--- src/rtl/sref_pkg.sv ---
package sref_pkg;

    typedef enum logic [2:0] {
        ST_IDLE,
        ST_PRECHARGE,
        ST_WAIT_RP,
        ST_ENTER,
        ST_RESIDE,
        ST_WAIT_CLK,
        ST_EXIT_NOP,
        ST_DONE
    } sref_state_e;

    // command bits {cs_n, ras_n, cas_n, we_n}
    typedef logic [3:0] sdr_cmd_t;

    localparam sdr_cmd_t CMD_NOP = 4'b0111;
    localparam sdr_cmd_t CMD_PRE = 4'b0010;
    localparam sdr_cmd_t CMD_REF = 4'b0001;

    function automatic int unsigned umax(input int unsigned a, input int unsigned b);
        return (a > b) ? a : b;
    endfunction

endpackage

--- src/rtl/sref_timer.sv ---
module sref_timer #(
    parameter int unsigned W = 4
) (
    input  logic         clk,
    input  logic         rst_n,
    input  logic         load,
    input  logic [W-1:0] load_val,
    output logic         expired
);

    logic [W-1:0] cnt_q;

    always_ff @(posedge clk or negedge rst_n) begin
        if (!rst_n) begin
            cnt_q <= '0;
        end else if (load) begin
            cnt_q <= load_val;
        end else if (cnt_q != '0) begin
            cnt_q <= cnt_q - 1'b1;
        end
    end

    assign expired = (cnt_q == '0);

endmodule

--- src/rtl/sref_out_decode.sv ---
module sref_out_decode
    import sref_pkg::*;
(
    input  sref_state_e state,
    output logic        cke,
    output sdr_cmd_t    cmd,
    output logic        pre_all,
    output logic        ack
);

    always_comb begin
        cke     = 1'b1;
        cmd     = CMD_NOP;
        pre_all = 1'b0;
        ack     = 1'b0;
        unique case (state)
            ST_IDLE: begin
            end
            ST_PRECHARGE: begin
                cmd     = CMD_PRE;
                pre_all = 1'b1;
            end
            ST_WAIT_RP: begin
            end
            ST_ENTER: begin
                cmd = CMD_REF;
                cke = 1'b0;
                ack = 1'b1;
            end
            ST_RESIDE, ST_WAIT_CLK: begin
                cke = 1'b0;
                ack = 1'b1;
            end
            ST_EXIT_NOP: begin
                ack = 1'b1;
            end
            ST_DONE: begin
            end
            default: begin
            end
        endcase
    end

endmodule

--- src/rtl/sref_sequencer.sv ---
module sref_sequencer
    import sref_pkg::*;
#(
    parameter int unsigned T_RP  = 3,
    parameter int unsigned T_RAS = 6,
    parameter int unsigned T_XSR = 10
) (
    input  logic       clk,
    input  logic       rst_n,
    input  logic       sleep_req,
    input  logic       clk_stable,
    output logic       sleep_ack,
    output logic       cke,
    output logic [3:0] cmd,
    output logic       pre_all
);

    localparam int unsigned NX   = umax(T_XSR, 2);
    localparam int unsigned MAXV = umax(umax(T_RP, T_RAS), NX);
    localparam int unsigned CW   = $clog2(MAXV + 1);

    localparam logic [CW-1:0] RP_LOAD  = CW'(T_RP - 2);
    localparam logic [CW-1:0] RAS_LOAD = CW'(T_RAS - 2);
    localparam logic [CW-1:0] XSR_LOAD = CW'(NX - 1);

    sref_state_e   state_q, state_d;
    logic          tm_load;
    logic [CW-1:0] tm_val;
    logic          tm_expired;
    sdr_cmd_t      cmd_w;

    // state register
    always_ff @(posedge clk or negedge rst_n) begin
        if (!rst_n) begin
            state_q <= ST_IDLE;
        end else begin
            state_q <= state_d;
        end
    end

    // next state and timer loads
    always_comb begin
        state_d = state_q;
        tm_load = 1'b0;
        tm_val  = '0;
        unique case (state_q)
            ST_IDLE: begin
                if (sleep_req) state_d = ST_PRECHARGE;
            end
            ST_PRECHARGE: begin
                state_d = ST_WAIT_RP;
                tm_load = 1'b1;
                tm_val  = RP_LOAD;
            end
            ST_WAIT_RP: begin
                if (tm_expired) state_d = ST_ENTER;
            end
            ST_ENTER: begin
                state_d = ST_RESIDE;
                tm_load = 1'b1;
                tm_val  = RAS_LOAD;
            end
            ST_RESIDE: begin
                if (tm_expired && !sleep_req) begin
                    if (clk_stable) begin
                        state_d = ST_EXIT_NOP;
                        tm_load = 1'b1;
                        tm_val  = XSR_LOAD;
                    end else begin
                        state_d = ST_WAIT_CLK;
                    end
                end
            end
            ST_WAIT_CLK: begin
                if (clk_stable) begin
                    state_d = ST_EXIT_NOP;
                    tm_load = 1'b1;
                    tm_val  = XSR_LOAD;
                end
            end
            ST_EXIT_NOP: begin
                if (tm_expired) state_d = ST_DONE;
            end
            ST_DONE: begin
                state_d = ST_IDLE;
            end
            default: begin
                state_d = ST_IDLE;
            end
        endcase
    end

    sref_timer #(.W(CW)) u_timer (
        .clk      (clk),
        .rst_n    (rst_n),
        .load     (tm_load),
        .load_val (tm_val),
        .expired  (tm_expired)
    );

    // outputs decoded from the state register
    sref_out_decode u_dec (
        .state   (state_q),
        .cke     (cke),
        .cmd     (cmd_w),
        .pre_all (pre_all),
        .ack     (sleep_ack)
    );

    assign cmd = cmd_w;

    // ---------------- assertion support counters ----------------
    logic [15:0] low_run, hi_run, since_pre;

    always_ff @(posedge clk or negedge rst_n) begin
        if (!rst_n) begin
            low_run   <= '0;
            hi_run    <= '0;
            since_pre <= '0;
        end else begin
            if (cke) low_run <= '0;
            else if (low_run != 16'hFFFF) low_run <= low_run + 16'd1;

            if (!(cke && sleep_ack)) hi_run <= '0;
            else if (hi_run != 16'hFFFF) hi_run <= hi_run + 16'd1;

            if (cmd == CMD_PRE) since_pre <= 16'd1;
            else if (since_pre != 16'hFFFF && since_pre != 16'd0) since_pre <= since_pre + 16'd1;
        end
    end

    assert_pre_after_request_R2: assert property (@(posedge clk) disable iff (!rst_n)
        (cmd == CMD_PRE) |-> ($past(sleep_req) && cke));

    assert_ref_gap_R3: assert property (@(posedge clk) disable iff (!rst_n)
        (cmd == CMD_REF) |-> (since_pre == 16'(T_RP) && !cke));

    assert_ack_on_entry_R4: assert property (@(posedge clk) disable iff (!rst_n)
        $rose(sleep_ack) |-> (cmd == CMD_REF && !cke));

    assert_min_residency_R5: assert property (@(posedge clk) disable iff (!rst_n)
        $rose(cke) |-> (low_run >= 16'(T_RAS)));

    assert_nop_while_asleep_R6: assert property (@(posedge clk) disable iff (!rst_n)
        (!cke && $past(!cke)) |-> (cmd == CMD_NOP));

    assert_cke_rise_clock_ok_R7: assert property (@(posedge clk) disable iff (!rst_n)
        $rose(cke) |-> $past(clk_stable));

    assert_exit_window_R8: assert property (@(posedge clk) disable iff (!rst_n)
        $fell(sleep_ack) |-> (hi_run == 16'(NX) && cke && cmd == CMD_NOP));

endmodule

--- config.mk ---
export PLATFORM = sky130hd
export DESIGN_NAME = sref_sequencer
export DESIGN_NICKNAME = d
export VERILOG_FILES = /design/src/rtl/sref_pkg.sv /design/src/rtl/sref_timer.sv /design/src/rtl/sref_out_decode.sv /design/src/rtl/sref_sequencer.sv
export SDC_FILE = /design/constraint.sdc
export NUM_CORES = 1
export LEC_CHECK = 0
export BUFFER_PORTS_ARGS = -buffer_cell sky130_fd_sc_hd__buf_2
export CAP_MARGIN = 30
export CELL_PAD_IN_SITES_DETAIL_PLACEMENT = 1
export CELL_PAD_IN_SITES_GLOBAL_PLACEMENT = 1
export CORE_UTILIZATION = 33
export CTS_CLUSTER_SIZE = 16
export DETAILED_ROUTE_END_ITERATION = 7
export PLACE_DENSITY = 0.7
export SLEW_MARGIN = 20
export SYNTH_ARGS = -nofsm -noshare
export SYNTH_HDL_FRONTEND = slang
export SYNTH_HIERARCHICAL = 1
export SYNTH_SLANG_ARGS = --single-unit
--- constraint.sdc ---
create_clock -name clk -period 2 [get_ports clk]
set_clock_uncertainty 0.15 [all_clocks]
set_input_delay 0.2 -clock clk [delete_from_list [all_inputs] [get_ports clk]]
set_output_delay 0.2 -clock clk [all_outputs]
set_load 0.005 [all_outputs]
# After elaboration in Yosys (flattened, before gate mapping)
# Cells that the tools add are included.
op_classes:
  n_addsub: 1
  eq_ne: 12
  mux: 19
  reduce_logical: 10
op_table:
  columns: ["op", "count"]
  rows:
  - ["one-hot mux 3 bit (8 select lines)", 1]
  - ["2-to-1 mux 4 bit", 4]
  - ["one-hot mux 4 bit (4 select lines)", 1]
  - ["2-to-1 mux 3 bit", 5]
  - ["== test 3 bit, second input constant", 4]
  - ["inequality test 2 bit, second input constant", 5]
  - ["== test 3 x 2 -> 1 bit, second input constant", 2]
  - ["one-hot mux 3 bit (2 select lines)", 1]
  - ["2-to-1 mux 1 bit", 5]
  - ["AND reduction 5 bit", 1]
  - ["zero test 4 bit", 1]
  - ["nonzero test 4 bit", 1]
  - ["OR reduction 4 bit", 1]
  - ["subtractor 4 x 1 -> 4 bit, second input constant", 1]
  - ["== test 3 x 1 -> 1 bit, second input constant", 1]
  - ["zero test 3 bit", 1]
  - ["one-hot mux 1 bit (3 select lines)", 1]
  - ["OR reduction 3 bit", 1]
  - ["2-to-1 mux 2 bit", 1]
  - ["nonzero test 2 bit", 1]
  - ["OR reduction 2 bit", 1]
  - ["logical AND 1 bit", 1]
  - ["zero test 1 bit", 1]
totals:
  reg_bits: 7
  output_inout_bits: 7

# Longest topological paths before layout
# Gate-level depths: netlist (run 1).
logic_depth:
  word_depth: 5
  depth_mapped: 9

# By module
# Netlist (run 1), hierarchy kept.
modules_own_cells:
  columns: ["mod", "n_inst", "cells_each", "area_each_um2", "seq_area_each_um2"]
  rows:
  - ["sref_timer", 1, 22, 234.0, 100.1]
  - ["sref_sequencer", 1, 23, 187.7, 75.1]
  - ["sref_out_decode", 1, 10, 65.1, 0.0]

# Least setup slack after synthesis (run 1)
# OpenSTA, ideal clock, no wires.
synth_timing:
  path_kind: "register to register"
  start: "register u_timer.cnt_q[0]"
  end: "register u_timer.cnt_q[3]"
  setup_time_ns: 0.126
  arrival_time_ns: 1.867
  required_ns: 1.724
  setup_slack_ns: -0.143
  stages_incl_launch_ff: 10
  path_buffers: 1
  synth_period_minus_slack_ns: 2.143
  cell_sequence: "dfrtp_1 -> inv_1 -> ha_1 -> nor3b_4 -> and3b_2 -> nor2_1 -> a21oi_1 -> clkbuf_1 -> nor3_1 -> a221o_1"
synth_between:
  elab_chain_len: 5
  word_cells_on_any_way: 11
  cone_classes: "add/sub (1); mux (6); reduce/logical (4)"
synth_rtl:
  columns: ["item", "line_no", "text"]
  rows:
  - ["start: declaration", "sref_timer.sv:11", "logic [W-1:0] cnt_q;"]
  - ["start signal: assignment", "sref_timer.sv:17", "cnt_q <= load_val;"]
  - ["start signal: assignment", "sref_timer.sv:19", "cnt_q <= cnt_q - 1'b1;"]
  - ["zero test 4 bit *", "sref_timer.sv:23", "assign expired = (cnt_q == '0);"]
  - ["named net tm_expired", "sref_sequencer.sv:29", "logic tm_expired;"]
  - ["logical AND 1 bit *", "sref_sequencer.sv:64", "if (tm_expired && !sleep_req) begin"]
  - ["2-to-1 mux 1 bit *", "sref_sequencer.sv:64", null]
  - ["one-hot mux 1 bit (3 select lines) *", "sref_sequencer.sv:46", "unique case (state_q)"]
  - ["named net tm_load", "sref_sequencer.sv:27", "logic tm_load;"]
  - ["2-to-1 mux 4 bit or nonzero test 2 bit (tied branches)", null, null]
# Mark *: on every way through the listed nets, which the timed path passes. The rest lies on a longest branch. The select of a mux whose other input is x is not followed.
# A chain may end at the register's enable or synchronous reset.

# Worst setup path after layout (run 1)
layout_timing:
  start: "register u_timer.cnt_q[1]"
  end: "register u_timer.cnt_q[3]"
# Same word-level chain as after synthesis.

==> results of run 1 <==
-- stage by stage --
| step | area (sq um) | setup TNS [ns] | total power (W) | cells |
|---|---|---|---|---|
| 6_report | 661 | 0 | 0.00110 | 90 |
| 3_5_place_dp | 584 | 0 | 0.000877 | 82 |
| 5_1_grt | 661 | -0.0148 | 0.00118 | 90 |
| 4_1_cts | 628 | 0 | 0.00104 | 88 |
| 3_3_place_gp | 584 | 0 | 0.000848 | 82 |
| 2_1_floorplan | 498 | -0.0217 | 0.000675 | 55 |
-- Yosys cell counts (2+ instances only) --
library cell / number
a21oi_1: 2
conb_1: 2
dfrtp_1: 7
inv_1: 3
inv_2: 2
mux2i_1: 4
nand2_1: 5
nand2b_1: 2
nor2_1: 5
nor3_1: 3
o21ai_1: 2
xnor2_1: 3
-- metal layers --
metal  GRT usage [%]  up-vias
met1            18.6      237
met2            32.9        7
li1                -      219
met5               0        -
met3            5.00        2
met4            7.50        0
-- registers in the layout, summed over array words and instances (netlist names) --
| signal | flops |
|---|---|
| u_timer/cnt_q | 4 |
| state_q | 3 |
-- critical path: stages (launching register included) --
cell	delay, ns
dfrtp_1	0.40
inv_2	0.09
ha_4	0.13
nor3b_4	0.18
and3b_2	0.21
nor2_1	0.05
a21oi_2	0.14
buf_6	0.14
nor3_2	0.04
a221o_1	0.29
-- path summary, 6_finish.rpt --
kind                                   from          endpoint  slack (ns)  cells after the start
min                              clk_stable        state_q[0]        0.09                      3
min reg2reg                      state_q[0]        state_q[1]        0.51                      1
max in group asynchronous             rst_n        state_q[2]        1.39                      2
max                        u_timer/cnt_q[1]  u_timer/cnt_q[3]        0.06                      9
min in group asynchronous             rst_n        state_q[0]        0.15                      2
max reg2reg                u_timer/cnt_q[1]  u_timer/cnt_q[3]        0.06                      9
-- cell type report --
class | count | share of cell area (%)
Clock buffer | 4 | 3.98
Multi-Input combinational cell | 41 | 45.8
Tap cell | 15 | 2.84
Sequential cell | 7 | 26.5
Inverter | 5 | 2.84
Timing Repair Buffer | 18 | 18.0
-- power groups by stage --
stage / Clock [W] / Combinational, W / Sequential (W)
finish: 0.000143 / 0.000680 / 0.000278
detailed placement: 0 / 0.000601 / 0.000276
global placement: 0 / 0.000579 / 0.000270
CTS: 0.000147 / 0.000616 / 0.000273
global route: 0.000154 / 0.000740 / 0.000285
floorplan: 0 / 0.000376 / 0.000299
-- repair_timing --
| item | in CTS | in global routing |
|---|---|---|
| hold buffers | 1 | 0 |
| resized for setup | 0 | 4 |
| setup buffers | 1 | 2 |
| endpoints found under the setup margin | 1 | 3 |
| pin swaps | 0 | 1 |
| hold endpoints to repair | 7 | 0 |
-- cells by family (layout without fill, tap and decap cells) --
kind of cell	Yosys count	in the layout	synth area share (%)
AOI/OAI and AO/OA	8	8	9.77
xor gates and xnor gates	3	3	5.40
adders and majority gates	1	1	2.57
buffers and inverters	7	27	6.17
DFF	7	7	36.0
muxes	5	5	10.5
other	2	2	1.54
and+or+nand+nor	22	22	28.0
==> results list, run 1 <==
* Chip width: 40.4 microns
* Detail Placement HPWL: between 800 and 900 microns
* Share of the core filled with cells: 49.5%
- Counting flops and latches in the post-synthesis netlist gives 7.
- Final nets: between 80 and 90
- Synthesis produced a netlist with a net count of 60.
- TritonCTS built the clock tree.
- The setup path with the least slack is of type flip-flop to flip-flop.
- After clock tree synthesis, the clock-pin slew on the worst setup and hold paths is approximately 0.060 ns.
- In the detailed route, the total length drawn on met2 is between 600 and 700 microns.
* # IOs: 11
* Tmin final: between 1.5 and 2 ns
* Iter 0 DRT Violations: 1
- Buffers inserted during clock tree synthesis total 3.
- Total inserted antenna cells: 0
- H-tree levels: 1
- Full die area: about 1600 sq um
- Chip Height: between 40 and 50 microns
- For this run, the total global-route usage over all layers was measured as between 10% and 20%.
- The layout has 169 filler cells.
* Part of the cycle the worst path needs: 96.9%
- Startpoint Class: flip-flop
- Part of the power in registers: roughly 25%
* Distinct cell type count of the synthesized netlist: 27
* Final-report setup violation count: 0
- Synth Cell Area: between 400 and 500 sq um
- Outcome: completed
- P_leak: ~0.3 nW
- IR analysis of the VDD net gives a maximum drop of around 0.00057 V.
* Wire length of the first global-routing pass: roughly 1900 microns
* Clk_lat worst skew: between 0.2 and 0.3 ns
* Number of DRC violations after detailed routing: 0
- For this run, asynchronously set or reset flops after synthesis account for 100%.
- The final number of max-transition violations is 0.
- Uppermost metal layer occupied by signal nets: met4
- Cell-internal power: between 0.0006 and 0.0007 W
* Met3 layer wire length in the routed design: 22 microns
* Most common cell after layout, fill and taps aside: buf_2
- Using the TritonRoute via totals, the vias-per-cell ratio works out to around 5.2.
* Gate power share: approximately three fifths
* Kind of capture point of the worst setup path: flip-flop
- In the synthesized netlist, the number of instances is 55.
- Final setup slack of the worst path: between 0.06 and 0.07 ns
- Via count of the first global-routing pass: between 400 and 500
- Post-synth EDFFs: 0
- 1st-pass router iterations: 2
- The final layout contains routed wiring with a total length of 1280 microns.
- For this run, the top clock speed supported by timing is about 520 MHz.
* Largest net degree at the start of global routing: 12
- Number of buffers on the longest clock path: 2
- For this run, the register share of the synthesized area comes to 36.0%.
- Overall via count from detail_route: around 470
- Fraction of final layout cells sized beyond drive strength 1: around two fifths
* Port Buffer Count: 9
- In the final layout, the multi-input gates occupy just over 300 sq um.
* Most frequent cells in the layout: 9 x buf_2, 7 x buf_4, 7 x dfrtp_1
* Placement-stage worst setup slack: 0.0136 ns
* Starting utilization of the core area: a little over a third
- Dividing the detail-routed wire length by the instance count gives 14.2 microns.
- Registers take between 150 and 200 sq um.
- The number of antenna violations at the first check in global routing came to 0.
* Antenna viol nets, final: 0
- Leading cell types by total area after synthesis: dfrtp_1 36%, mux2i_1 8.2%, xnor2_1 5.4%, nand2_1 3.9%, nor2_1 3.9%
* Global-route congestion overflow total: 0
- Wire length on met1: between 500 and 600 microns
* Maxcap violations: 0
- CP Data Required Time: ~2.0 ns
* Top-area cell type share of the netlist area: 36.0%
- Mean instance size in the synthesized netlist: ~8.8 sq um
- The worst hold path belongs to the class primary input to flip-flop.
- Number of endpoints with negative hold slack in the final report: 0
- From synthesis to final layout, the design area changed by 35.7%.
- Yosys printed 6 warnings.
- Power Density: 1670 nW/um^2
- Proportion of power drawn by the clock network: between 10% and 20%
- Endpoint arrival time on the critical path: 1.93 ns
* Highest fanout seen on the critical path: 5
* CTS root buf: clkbuf_4
* P_sw: ~0.00045 W
- Switching share of power: 41.2%
* Number of cell rows: 13
- The tightest hold path in the finished design has a slack of around 0.087 ns.
* Cell type with the largest total area after synthesis: dfrtp_1
- After floorplanning, the core was sized to cover 1330 sq um.
- The clock drives 7 sinks.
- Routability Congestion: around 0.7
- Among all flip-flop cells after synthesis, the most frequent one is dfrtp_1.
(Power assumes the default switching activity.)
==> run 2, diff against run 1 <==
Settings changed: GPL_TIMING_DRIVEN from default to 0, SETUP_SLACK_MARGIN from default to 0.4.
==> run 2 against run 1 <==
Compared with the run above:
- the flow now finishes with violations (setup timing)
- via count is 3.2% lower
- sequential power is 21% higher
- worst hold slack improved by 0.0026 ns
- register-to-register slack lost 0.06 ns
- count of clock-buffer cells in the layout down 1
- clock power is 10% lower
- critical path depth did not move
- critical path type unchanged
==> results list, run 2 (same netlist as run 1, synthesis figures left out) <==
- Number of buffers on the longest clock path: 2
- Detail Placement HPWL: between 800 and 900 microns
- Wirelength, routed: 1360 microns
- Core footprint: ~1300 sq um
- Clock tree from TritonCTS: done
- Chip Height: 40.4 microns
- The critical path contains buffers and inverters numbering 2 combined.
* Final-report setup violation count: 1
- In this run the worst path has a maximum fanout of 5.
- The final route contains 450 vias.
* Tmin final: between 2 and 2.5 ns
* Routability Congestion: between 0.6 and 0.7
* Placement-stage worst setup slack: -0.237 ns
- The worst setup path is launched from a flip-flop.
* Sequential cell area: between 150 and 200 sq um
- Relative to the synthesized area, the layout overhead comes to 37.5%.
- For this run, the top clock speed supported by timing is 500 MHz.
- In the post-route analysis, the smallest setup slack over all paths is -0.000980 ns.
* Maxcap violations: 0
- For this run the aggregate overflow at the end of global routing stands at 0.
- The cell family contributing the most delay on the critical path is simple AND/OR/NAND/NOR gates.
* Fill cell count: roughly 180
* Ordered cell list for the critical path: inv_2 -> ha_4 -> nor3b_4 -> and3b_2 -> nor2_1 -> a21oi_1 -> buf_4 -> nor3_2 -> a221o_1
- Most frequent cells in the layout: 9 x buf_2, 8 x buf_4, 5 x nand2_1, 5 x nor2_1
- Violated checks: setup timing
- After clock tree synthesis, the clock-pin slew on the worst setup and hold paths is ~0.05 ns.
* Full die area: between 1500 and 2000 sq um
* H-tree levels: 1
- Outcome: finished, violations left
* Chip width: 40.4 microns
- Clk_lat worst skew: roughly 0.25 ns
* Part of the cycle the worst path needs: 100%
- Wire per inst: approximately 15 microns
- Largest net degree at the start of global routing: 13
- 1st-pass router iterations: 4
- # clock sinks: 7
* Number of endpoints with negative hold slack in the final report: 0
* Number of cell rows: 13
- The final number of max-transition violations was 0.
* Slowest cell on the critical path: dfrtp_1
* Power Density: 1650 nW/um^2
- # IOs: 11
- The number of antenna violations at the first check in global routing came to 0.
* Ratio of routed vias to standard cells: 4.95
- Total power draw: approximately 0.0011 W
- The count of nets left with antenna violations once routing finished came out at 0.
* Number of DRC violations after detailed routing: 0
- Data on the critical path arrives at its endpoint at around 2 ns.
- Kind of capture point of the worst setup path: flip-flop
* Total inserted antenna cells: 0
* CP Data Required Time: 1.98 ns
- The register with the most flip-flops in the layout has 4 of them.
- The library cell used most frequently in the layout, excluding fill and tap cells, is buf_2.
- Largest registers: u_timer/cnt_q x4, state_q x3
* CTS root buf: clkbuf_4
- Unrepaired setup endpoints after global routing: true
- GRT Resource Usage Total: around 20%
- Wire length of the first global-routing pass: just over 2000 microns
* Largest register by flop count: u_timer/cnt_q
- Port Buffer Count: 9
* Final nets: a little over 80
* Inserted Clock Buffers: 3
* Worst Path Class, Setup: flip-flop to flip-flop
- VDD sags by at most ~0.00077 V.
- Via count of the first global-routing pass: 455
- Fraction of final layout cells sized beyond drive strength 1: a little under half
- P_leak: ~0.31 nW
- The initial utilization of the core area, before any placement, comes to a little over a third.
- Hold Crit Class: primary input to flip-flop
* Max incr delay on CP: between 0.3 and 0.4 ns
- In this run, the number of DRC markers left after iteration 0 of detailed routing was 5.
- Multi-input combinational cell area: between 200 and 300 sq um
## run 2: routing by layer
layer	global-route usage, %	part of all wire [%]	vias to the layer above	wire length, microns
li1	-	-	225	-
met2	36.9	56	8	765
met5	0	0	-	0
met3	6.67	2.9	2	39
met4	5.00	1.0	0	14
met1	21.2	40	215	539
## run 2: final timing paths
| kind | slack, ns | startpoint | depth (start not counted) | end |
|---|---|---|---|---|
| worst max-delay path | -0.001 | u_timer/cnt_q[0] | 9 | u_timer/cnt_q[3] |
| worst min-delay path | 0.09 | clk_stable | 3 | state_q[0] |
| worst max register to register | -0.001 | u_timer/cnt_q[0] | 9 | u_timer/cnt_q[3] |
| worst min register to register | 0.45 | state_q[0] | 1 | state_q[1] |
| max in group asynchronous | 1.37 | rst_n | 2 | state_q[0] |
| min in group asynchronous | 0.16 | rst_n | 2 | u_timer/cnt_q[2] |
## run 2: report_power, final
part	internal, W	switching [W]	total, W
clock	0.0000731	0.0000553	0.000128
combinational	0.000355	0.000284	0.000638
sequential	0.000215	0.000122	0.000336
## run 2: layout make-up
type / count / share of cell area [%]
Tap cell: 15 / 2.80
Timing Repair Buffer: 17 / 16.6
Multi-Input combinational cell: 41 / 44.7
Clock buffer: 3 / 3.36
Buffer: 2 / 2.24
Inverter: 5 / 2.80
Sequential cell: 7 / 26.7
Clock inverter: 1 / 0.748
## run 2: what timing repair did
action / 4_1_cts / 5_1_grt
pin swaps: 1 / 0
endpoints found under the setup margin: 5 / 10
gates cloned: 0 / 0
buffers inserted: 6 / 1
resized for setup: 3 / 4
endpoints found under the hold margin: 7 / 0
hold buffers: 1 / 0
## run 2: worst reg2reg max path, delay by kind of cell, from the launching register on
family          cells  cell delay [ns]
flops               1             0.39
compound gates      2             0.43
simple gates        4             0.53
buf+inv             2             0.24
fa+ha+maj           1             0.13
## run 2: through the flow
stage                     hold WS (ns)  instances  setup TNS [ns]  area (sq um)  util (%)
final                           0.0897         91       -0.000980           669      50.2
after CTS                       0.0836         90               0           658      49.3
after floorplan                 -0.246         55         -0.0217           498         -
after global placement          -0.112         79          -0.351           562      42.1
after detailed placement        -0.111         79          -0.454           562      42.1
after global routing            0.0999         91          -0.174           669      50.2
==> run 3, diff against run 2 <==
Settings changed: ABC_AREA from default to 1, CORE_UTILIZATION 33 to 31.
Clock period 2 ns to 1.8 ns, I/O delays scaled along.
==> run 3 against run 2 <==
Compared with the run above:
- the run ends with DRC, setup timing left
- wire length grew 37%
- area after synthesis grew 8.7%
- global-route usage grew 2.0 points
- sequential cell count is the same
- non-clock buffer count grew 11
- utilization grew 5.4 points
- register-to-register slack lost 0.03 ns
- fmax grew 9.5%
- via count grew 45%
- total power grew 71%
- worst hold slack gained 0.051 ns
- count of clock-buffer cells in the layout grew 1
- highest routed layer unchanged
==> results list, run 3 <==
* Antenna violations before repair: 0
* CTS root buf: clkbuf_4
* Unrepaired setup endpoints after global routing: true
- In this run the most critical hold path is launched from clk_stable.
* Switching share of power: between 40% and 50%
* Inserted Clock Buffers: 3
- nand2_1 is the most common cell in the netlist.
* Proportion of synthesized chip area in sequential cells: approximately a third
- Leading cell types by total area after synthesis: dfrtp_1 33%, nand2_1 20%, inv_1 9.9%, nand3_1 8.5%, nor2_1 5.7%
- Part of the power in registers: a little under a fifth
* Share of the core filled with cells: between 50% and 60%
- Wire per inst: 13.9 microns
* Final Cell Area: 867 sq um
* Port Buffer Count: 9
* # clock sinks: 7
- Iter 0 DRT Violations: 12
* Endpoint arrival time on the critical path: roughly 1.8 ns
- Dividing the detail-routed via count by the number of cells gives ~5.
- Placement-stage worst setup slack: -0.0698 ns
- Flip-flop count of the largest register, all copies and words added: 4
- STA puts the critical path data required time at 1.79 ns.
- Chip width: about 43 microns
* Detail Placement HPWL: 1010 microns
- Setup total negative slack on the finished layout was measured at -0.0498 ns.
- Fraction of final layout cells sized beyond drive strength 1: 52.5%
- The critical path is of the flip-flop to flip-flop type.
- Global-route congestion overflow total: 0
* Highest fanout seen on the critical path: 6
- The clock network is responsible for approximately 7.8% of the overall power.
- Post-synth EDFFs: 0
- P_sw: about 0.00090 W
* Net count of the mapped netlist: 90
- Number of endpoints with negative hold slack in the final report: 0
* Overall via count from detail_route: around 650
- After synthesis the netlist holds a flip-flop and latch count of 7.
* Synth Cell Area: 529 sq um
- The worst-case IR drop observed on VDD is roughly 0.00091 V.
- Hold Crit Endpoint: state_q[0]
* Largest net degree at the start of global routing: 10
- Routability Congestion: 0.833
- The die covers about 1900 sq um.
- Largest registers: u_timer/cnt_q x4, state_q x3
- Most frequent cells in the layout: 19 x buf_4, 16 x nand2_1, 12 x nand2_2
* Commonest cells in the netlist: 28 x nand2_1, 14 x inv_1, 9 x nand3_1, 8 x nor2_1, 7 x dfrtp_1
* Power Density: 2170 nW/um^2
- Leaving out fill and tap cells, the most frequent cell in the layout is buf_4.
* Starting utilization of the core area: approximately a third
- TritonCTS built the clock tree.
- Mean instance size in the synthesized netlist: a little over 6 sq um
* Gate power share: 73.5%
- Wire length of the first global-routing pass: roughly 3000 microns
* Clk_lat worst skew: about 0.26 ns
* Hold Crit Class: primary input to flip-flop
- Origin of the critical flop-to-flop path: u_timer/cnt_q[0]
- Total inserted antenna cells: 0
- Across all register-to-register paths, the minimum setup slack is -0.03 ns.
- dfrtp_1 takes more of the synthesized area than any other cell.
- The number of global-route vias before repair came to about 660.
* Kind of capture point of the worst setup path: flip-flop
* Part of the cycle the worst path needs: 102%
* # IOs: 11
- Final setup slack of the worst path: -0.0271 ns
* Maxcap violations: 0
* Tmin final: ~1.8 ns
- The first detailed-routing pass took 6 iterations.
- Core footprint: 1560 sq um
- From bottom edge to top edge, the die measures around 43 microns.
- Distinct cell type count of the synthesized netlist: 16
- In this run the worst setup path begins at u_timer/cnt_q[0].
* Final nets: between 100 and 150
* Clock input transition at the sequential cells of the worst setup and hold paths: 0.05 ns
* Yosys warnings: 6
- Outcome: finished, violations left
* Violated checks: DRC, setup timing
* Final-report setup violation count: 3
* Layout overhead on the synthesized area: 63.8%
- Counting flops with an async set or reset pin after synthesis yields a share of 100%.
- Wirelength, routed: between 1500 and 2000 microns
- In this run the biggest area consumer among cell types represents roughly 33% of the synthesized area.
- Cell-internal power: roughly 0.001 W
* Startpoint Class: flip-flop
* Hold path cells: 4
* Max Clock Freq: between 500 and 600 MHz
* Antenna viol nets, final: 0
- Largest register by flop count: u_timer/cnt_q
- In the routed design, unresolved DRC markers number 2.
- GRT Resource Usage Total: a little over a fifth
- Number of buffers on the longest clock path: 2
* H-tree levels: 1
* Endpoint of the most critical register-to-register path: u_timer/cnt_q[0]
- Number of cells produced by synthesis: 85
- Most instantiated flip-flop cell in the synthesis netlist: dfrtp_1
* Pins over their slew limit: 0
- P_leak: roughly 0.47 nW
- Dpl cell area: between 600 and 700 sq um
- Row generation in the floorplan step produced 14 rows.
* Depth of the worst register-to-register path: 12
==> run 3: final cells by class <==
class	count	area, sq um
plain buffers	1	7.51
clock buffers	4	26.3
fillers	212	692
inverters	16	62.6
multi-input cells	61	364
flip-flops and latches	7	179
well taps	16	20.0
repair buffers	29	208
==> run 3: metal layers <==
| layer | vias to the layer above | routed length (microns) | GRT usage, % |
|---|---|---|---|
| met5 | - | 0 | 0 |
| met4 | 0 | 6 | 5.63 |
| met3 | 2 | 67 | 7.66 |
| met2 | 11 | 1010 | 38.8 |
| met1 | 321 | 782 | 24.9 |
| li1 | 319 | - | - |
==> run 3: critical path: stages (launching register included) <==
cell	delay (ns)
dfrtp_1	0.37
inv_2	0.06
ha_4	0.17
nand2_4	0.07
inv_2	0.04
nand2_2	0.06
nand2_2	0.05
nand3_2	0.07
nand3b_1	0.25
inv_2	0.18
nand3_4	0.10
nand2_2	0.07
o21ai_1	0.07
==> run 3: worst max-delay path by stage <==
stage / end / cells past startpoint
floorplan: u_timer/cnt_q[0] / 12
global placement: u_timer/cnt_q[0] / 12
detailed placement: u_timer/cnt_q[3] / 13
CTS: u_timer/cnt_q[3] / 13
global route: u_timer/cnt_q[0] / 12
finish: u_timer/cnt_q[0] / 12
==> run 3: timing repair <==
item | 4_1_cts | 5_1_grt
setup buffers | 13 | 6
hold buffers | 1 | 0
endpoints found under the hold margin | 7 | 0
pin swaps | 11 | 5
endpoints found under the setup margin | 11 | 12
gates resized for setup | 15 | 12
==> run 3: through the flow <==
step | hold WS, ns | std cells | total power (W)
2_1_floorplan | -0.266 | 85 | 0.000921
3_3_place_gp | -0.127 | 110 | 0.00110
3_5_place_dp | -0.124 | 110 | 0.00114
4_1_cts | 0.112 | 128 | 0.00160
5_1_grt | 0.161 | 134 | 0.00205
6_report | 0.141 | 134 | 0.00188
==> run 3: cells by family (layout without fill, tap and decap cells) <==
kind of cell | count (synthesis) | after routing | synth area share (%)
buffers and inverters | 17 | 50 | 12.8
and+or+nand+nor | 51 | 51 | 42.3
adders and majority gates | 1 | 1 | 2.36
DFF | 7 | 7 | 33.1
xor gates and xnor gates | 2 | 2 | 3.31
other | 2 | 2 | 1.42
AOI/OAI and AO/OA | 5 | 5 | 4.73
==> run 3: power by group through the flow <==
stage	clock, W	combinational (W)	sequential (W)
final	0.000147	0.00138	0.000352
after global routing	0.000164	0.00152	0.000366
after CTS	0.000152	0.00109	0.000356
after detailed placement	0	0.000771	0.000366
after global placement	0	0.000738	0.000360
after floorplan	0	0.000590	0.000330
